<file path="config.mk">
export PLATFORM = sky130hd
export DESIGN_NAME = cwf_line_refill
export DESIGN_NICKNAME = d
export VERILOG_FILES = /design/src/rtl/refill_pkg.sv /design/src/rtl/refill_order_gen.sv /design/src/rtl/refill_line_buf.sv /design/src/rtl/cwf_line_refill.sv
export SDC_FILE = /design/constraint.sdc
export NUM_CORES = 1
export LEC_CHECK = 0
export BUFFER_PORTS_ARGS = -buffer_cell sky130_fd_sc_hd__buf_2
export CORE_AREA = 2 2 278 280
export CTS_BUF_LIST = sky130_fd_sc_hd__clkbuf_8 sky130_fd_sc_hd__clkbuf_16
export CTS_CLUSTER_DIAMETER = 200
export DETAILED_ROUTE_END_ITERATION = 8
export DIE_AREA = 0 0 280 282
export SKIP_CTS_REPAIR_TIMING = 1
export SYNTH_ARGS = -nofsm -noshare
export SYNTH_HDL_FRONTEND = slang
export SYNTH_SLANG_ARGS = --single-unit
</file>
<file path="constraint.sdc">
create_clock -name clk -period 10 [get_ports clk]
set_clock_uncertainty 0.1 [all_clocks]
set_input_delay 0.5 -clock clk [delete_from_list [all_inputs] [get_ports clk]]
set_output_delay 0.5 -clock clk [all_outputs]
set_load 0.03 [all_outputs]
</file>
<file path="src/rtl/refill_pkg.sv">
package refill_pkg;
   typedef enum logic [1:0] {
      RF_IDLE = 2'd0,
      RF_FILL = 2'd1,
      RF_DONE = 2'd2
   } refill_state_e;
endpackage

</file>
<file path="src/rtl/refill_order_gen.sv">
// Computes the word index of the n-th request of a refill.
module refill_order_gen #(
   parameter int WORDS = 8,
   parameter int IDX_W = 3
) (
   input  logic [IDX_W-1:0] crit_idx,
   input  logic             wrap_mode,
   input  logic [IDX_W:0]   issue_cnt,
   output logic [IDX_W-1:0] req_idx
);
   logic [IDX_W-1:0] seq_idx;
   logic [IDX_W-1:0] wrap_idx;

   assign seq_idx = issue_cnt[IDX_W-1:0];

   generate
      if ((WORDS & (WORDS - 1)) == 0) begin : g_pow2
         // natural truncation performs the modulo
         assign wrap_idx = crit_idx + seq_idx;
      end else begin : g_mod
         logic [IDX_W:0] sum;
         assign sum      = {1'b0, crit_idx} + {1'b0, seq_idx};
         assign wrap_idx = (sum >= (IDX_W+1)'(WORDS)) ?
                           IDX_W'(sum - (IDX_W+1)'(WORDS)) : sum[IDX_W-1:0];
      end
   endgenerate

   assign req_idx = wrap_mode ? wrap_idx : seq_idx;
endmodule

</file>
<file path="src/rtl/refill_line_buf.sv">
// Word-addressed line storage with a per-slot arrival mask.
module refill_line_buf #(
   parameter int WORDS  = 8,
   parameter int WORD_W = 64,
   parameter int IDX_W  = 3
) (
   input  logic                    clk,
   input  logic                    rst_n,
   input  logic                    clr,
   input  logic                    wr_en,
   input  logic [IDX_W-1:0]        wr_idx,
   input  logic [WORD_W-1:0]       wr_data,
   output logic [WORDS*WORD_W-1:0] line_q,
   output logic [WORDS-1:0]        fill_mask
);
   generate
      for (genvar w = 0; w < WORDS; w++) begin : g_slot
         logic hit;
         assign hit = wr_en && (wr_idx == IDX_W'(w));

         always_ff @(posedge clk) begin
            if (hit) line_q[w*WORD_W +: WORD_W] <= wr_data;
         end

         always_ff @(posedge clk or negedge rst_n) begin
            if (!rst_n)   fill_mask[w] <= 1'b0;
            else if (clr) fill_mask[w] <= 1'b0;
            else if (hit) fill_mask[w] <= 1'b1;
         end
      end
   endgenerate
endmodule

</file>
<file path="src/rtl/cwf_line_refill.sv">
module cwf_line_refill
   import refill_pkg::*;
#(
   parameter int ADDR_W = 32,
   parameter int WORD_W = 64,
   parameter int WORDS  = 8,
   localparam int IDX_W    = (WORDS > 1) ? $clog2(WORDS) : 1,
   localparam int BYTE_OFF = $clog2(WORD_W / 8),
   localparam int LINE_W   = ADDR_W - IDX_W - BYTE_OFF
) (
   input  logic                    clk,
   input  logic                    rst_n,
   input  logic                    miss_valid,
   output logic                    miss_ready,
   input  logic [LINE_W-1:0]       miss_line,
   input  logic [IDX_W-1:0]        miss_word,
   input  logic                    miss_cwf,
   output logic                    mem_req_valid,
   input  logic                    mem_req_ready,
   output logic [ADDR_W-1:0]       mem_req_addr,
   output logic [IDX_W-1:0]        mem_req_idx,
   input  logic                    mem_rsp_valid,
   input  logic [IDX_W-1:0]        mem_rsp_idx,
   input  logic [WORD_W-1:0]       mem_rsp_data,
   output logic                    early_valid,
   output logic [WORD_W-1:0]       early_data,
   output logic                    line_done,
   output logic [WORDS*WORD_W-1:0] line_data
);
   localparam int CNT_W = IDX_W + 1;
   localparam logic [CNT_W-1:0] CNT_FULL = CNT_W'(WORDS);
   localparam logic [CNT_W-1:0] CNT_LAST = CNT_W'(WORDS - 1);

   initial begin : p_param_chk
      assert (WORDS >= 2) else $fatal(1, "WORDS must be at least 2");
      assert (WORD_W >= 8 && (WORD_W % 8) == 0 && (WORD_W & (WORD_W - 1)) == 0)
         else $fatal(1, "WORD_W must be a power-of-two byte multiple");
      assert (LINE_W >= 1) else $fatal(1, "ADDR_W too small for the line");
   end

   refill_state_e    state_q;
   logic [LINE_W-1:0] line_q;
   logic [IDX_W-1:0]  crit_q;
   logic              wrap_q;
   logic [CNT_W-1:0]  issue_cnt;
   logic [CNT_W-1:0]  rcv_cnt;
   logic              fwd_done_q;
   logic [WORDS-1:0]  fill_mask;

   logic accept;
   logic req_fire;
   logic rsp_take;

   assign accept   = miss_valid && (state_q == RF_IDLE);
   assign req_fire = mem_req_valid && mem_req_ready;
   assign rsp_take = mem_rsp_valid && (state_q == RF_FILL);

   // control
   always_ff @(posedge clk or negedge rst_n) begin
      if (!rst_n) begin
         state_q    <= RF_IDLE;
         line_q     <= '0;
         crit_q     <= '0;
         wrap_q     <= 1'b0;
         issue_cnt  <= '0;
         rcv_cnt    <= '0;
         fwd_done_q <= 1'b0;
      end else begin
         unique case (state_q)
            RF_IDLE: begin
               if (accept) begin
                  state_q    <= RF_FILL;
                  line_q     <= miss_line;
                  crit_q     <= miss_word;
                  wrap_q     <= miss_cwf;
                  issue_cnt  <= '0;
                  rcv_cnt    <= '0;
                  fwd_done_q <= 1'b0;
               end
            end
            RF_FILL: begin
               if (req_fire) issue_cnt <= issue_cnt + 1'b1;
               if (early_valid) fwd_done_q <= 1'b1;
               if (rsp_take) begin
                  rcv_cnt <= rcv_cnt + 1'b1;
                  if (rcv_cnt == CNT_LAST) state_q <= RF_DONE;
               end
            end
            RF_DONE: state_q <= RF_IDLE;
            default: state_q <= RF_IDLE;
         endcase
      end
   end

   // request side
   refill_order_gen #(
      .WORDS(WORDS),
      .IDX_W(IDX_W)
   ) u_order (
      .crit_idx (crit_q),
      .wrap_mode(wrap_q),
      .issue_cnt(issue_cnt),
      .req_idx  (mem_req_idx)
   );

   assign mem_req_valid = (state_q == RF_FILL) && (issue_cnt < CNT_FULL);
   assign mem_req_addr  = {line_q, mem_req_idx, {BYTE_OFF{1'b0}}};

   // response side
   refill_line_buf #(
      .WORDS (WORDS),
      .WORD_W(WORD_W),
      .IDX_W (IDX_W)
   ) u_buf (
      .clk      (clk),
      .rst_n    (rst_n),
      .clr      (accept),
      .wr_en    (rsp_take),
      .wr_idx   (mem_rsp_idx),
      .wr_data  (mem_rsp_data),
      .line_q   (line_data),
      .fill_mask(fill_mask)
   );

   assign early_valid = rsp_take && (mem_rsp_idx == crit_q) && !fwd_done_q;
   assign early_data  = mem_rsp_data;
   assign line_done   = (state_q == RF_DONE);
   assign miss_ready  = (state_q == RF_IDLE);
endmodule

</file>
==> flow_metrics.py <==
metrics = {
    "die": {
        "ioPinCount": 717,
        "die_width_um": 280,
        "start_util": 0.235,
        "die_y_um": 282,
        "die_area_mm2": 0.0790,
        "num_rows": 101,
        "core-area_mm2": 0.0757,
    },
    "global_routing": {
        "grt-ovfl-total": 0,
        "grt_pass1_wl_um": 68900,
        "grt_max_degree": 65,
        "antenna_found_initial": 8,
        "grt_pass1_vias": 10000,
        "grt_usage": 0.119,
    },
    "cts": {
        "clk_path_buf_depth": 3,
        "clk_pin_slew_ns": 0.06,
        "cts_tree": "built",
        "clk_latency_ns": 0.59,
        "root_buffer": "clkbuf_16",
        "cts_buffers": 57,
        "cts.sinks": 553,
        "htreeDepth": 2,
    },
    "cells_and_area": {
        "nets": 1617,
        "final_util": 0.320,
        "fin_area_mm2": 0.0242,
        "area_delta_synth_final_pct": 36.0,
        "layout-drive-gt1-share": 0.530,
    },
    "synthesis": {
        "syn_area_per_cell_um2": 22.6,
        "yosys.area.top_type_share": 0.864,
        "synthCells": 786,
        "async_flop_share": 0.0741,
        "yosysWarnings": 0,
        "ys_seq_elements": 553,
        "synthTopCellsByCount": "edfxtp_1, nand2_1, buf_4",
        "ys_types": 34,
        "ys.flop_type": "edfxtp_1",
        "synth_largest_area_cell": "edfxtp_1",
        "syn_area_mm2": 0.0178,
        "yosysMostFrequentCell": "edfxtp_1",
        "synth-edff-count": 512,
        "synthTopCellsByArea": "edfxtp_1, dfrtp_1, buf_4",
        "yosysSeqAreaShare": 0.922,
    },
    "detailed_routing": {
        "drtIter0Drc": 689,
        "ant_nets": 0,
        "wirelength_um": 50500,
        "remaining_drc_errors": 0,
        "firstDrtPassIters": 6,
        "via_per_inst": 3.97,
        "wl_per_cell_um": 19.9,
        "vias": 10100,
    },
    "worst_setup_path": {
        "arrival_ns": 2.36,
        "r2r_slack_ns": 7.33,
        "r2r-end": "u_buf.line_q[456]",
        "cpPeakStageDelay_ns": 0.45,
        "r2r-start": "state_q[0]",
        "start_kind": "flip-flop",
        "crit_chain": "ha_1, fa_1, xor2_1, nand2_1, xnor2_1, buf_2",
        "crit_slowest_cell": "dfrtp_1",
        "worst-endpoint-required_ns": 9.40,
        "critPathCaptureType": "output port",
        "critPathKind": "flip-flop to output port",
        "reg2reg_depth": 4,
        "worstPathMaxFanout": 3,
    },
    "place": {
        "dpl.hpwl_um": 33600,
        "dp_slack_ns": 7.28,
        "globalplace.congestion": 0.857,
        "placed_area_mm2": 0.0221,
        "port_buffers": 713,
    },
    "min_path": {
        "min_to": "line_q[6]",
        "worstHoldPathType": "input pin to flip-flop",
        "holdPathStages": 3,
        "holdCritStartpoint": "miss_line[6]",
    },
    "power": {
        "ir_drop_mv": 0.166,
        "cellPowerDensity_mw_per_mm2": 232,
        "leakagePower_nw": 9.52,
    },
    "timing": {
        "timing.final.ws_setup_ns": 7.04,
        "worst_pin_slew_ns": 1.28,
        "post-route-period-util": 0.296,
        "rsz0062_at_grt": "false",
        "max_freq_mhz": 338,
        "max_slew_margin": 0.149,
        "hold_violations": 0,
        "finalSetupViolations": 0,
        "fin_setup_tns_ns": 0,
        "fin_crit_ns": 2.96,
        "slew_violations": 0,
    },
    "run_status": {
        "status": "finished clean",
    },
    "run": {
        "maxCapViolations": 0,
    },
}
==> where the power goes <==
part / internal (mW) / total, mW / switching (mW) / leakage, nW
Clock: 1.22 / 2.09 / 0.870 / 0.942
Sequential: 2.69 / 2.78 / 0.0881 / 5.16
Combinational: 0.190 / 0.752 / 0.563 / 3.42
Total: 4.09 / 5.61 / 1.52 / 9.52
==> logic make-up after synthesis <==
| kind of cell | share of synthesized area |
|---|---|
| other | 0.000211 |
| DFF | 0.922 |
| AOI/OAI and AO/OA | 0.00239 |
| buffers and inverters | 0.0347 |
| xor gates and xnor gates | 0.00246 |
| muxes | 0.00295 |
| adders and majority gates | 0.00324 |
| and+or+nand+nor | 0.0322 |
==> per-layer routing <==
layer / global-route usage / wire, µm / vias to the layer above
met4: 0.0398 / 1210 / 4
met2: 0.206 / 25600 / 559
met3: 0.0385 / 4440 / 80
li1: - / - / 4356
met5: 0 / 22 / -
met1: 0.138 / 19200 / 5061
==> sequential cells by signal, indices dropped and copies added (netlist names) <==
signal / flops
crit_q: 3
fwd_done_q: 1
issue_cnt: 4
rcv_cnt: 4
u_buf.line_q: 512
state_q: 2
line_q: 26
wrap_q: 1
==> metrics by stage <==
step / instances / hold WS (ns) / power [mW]
floorplan: 788 / 0.104 / 3.32
global placement: 2409 / 0.356 / 3.55
detailed placement: 2409 / 0.360 / 3.57
CTS: 2513 / -0.0639 / 5.67
global route: 2535 / 0.000348 / 5.81
finish: 2536 / 0.00244 / 5.61
==> critical path: cells and delay by family, from the launching register on <==
| family | cells | cell delay [ns] |
|---|---|---|
| xor gates and xnor gates | 2 | 0.37 |
| adders and majority gates | 2 | 0.63 |
| buffers and inverters | 1 | 0.24 |
| DFF | 1 | 0.45 |
| and+or+nand+nor | 1 | 0.08 |
==> final cells by class <==
class,count,area (µm²)
Clock inverter,43,375
Antenna cell,2,5.00
Tap cell,978,1220
Multi-Input combinational cell,155,836
Fill cell,7311,51500
Clock buffer,61,1500
Timing Repair Buffer,743,3850
Inverter,1,3.75
Sequential cell,553,16400
==> worst max-delay path by stage <==
stage,from,end,slack (ns),cells past startpoint
floorplan,mem_rsp_idx[1],u_buf.line_q[0],2.47,1
global placement,mem_rsp_valid,u_buf.line_q[198],7.35,5
detailed placement,mem_rsp_valid,u_buf.line_q[198],7.28,5
CTS,crit_q[0],mem_req_addr[5],7.00,6
global route,crit_q[0],mem_req_idx[2],6.91,6
finish,crit_q[0],mem_req_addr[5],7.04,6
==> layout by cell type, fill, tap and decap left out, types with 2 or more instances in the layout <==
master | Yosys | routed
buf_2 | 4 | 713
edfxtp_1 | 512 | 512
nand2_1 | 101 | 101
clkbuf_16 | 0 | 59
dfrtp_1 | 41 | 41
dlygate4sd3_1 | 0 | 21
clkinv_2 | 0 | 12
inv_1 | 1 | 9
buf_4 | 70 | 9
clkinvlp_4 | 0 | 7
clkinv_1 | 0 | 6
nor2_1 | 8 | 5
bufinv_16 | 0 | 5
xnor2_1 | 4 | 4
nor3_2 | 0 | 4
nand2b_1 | 3 | 3
nor2_4 | 0 | 3
mux2i_1 | 3 | 3
o21ai_0 | 3 | 3
ha_1 | 3 | 3
conb_1 | 1 | 3
diode_2 | 0 | 2
mux2_2 | 2 | 2
nand4_1 | 2 | 2
a21oi_1 | 2 | 2
nand3_1 | 2 | 2
clkbuf_8 | 0 | 2
Power figures use the tool's default switching activity.
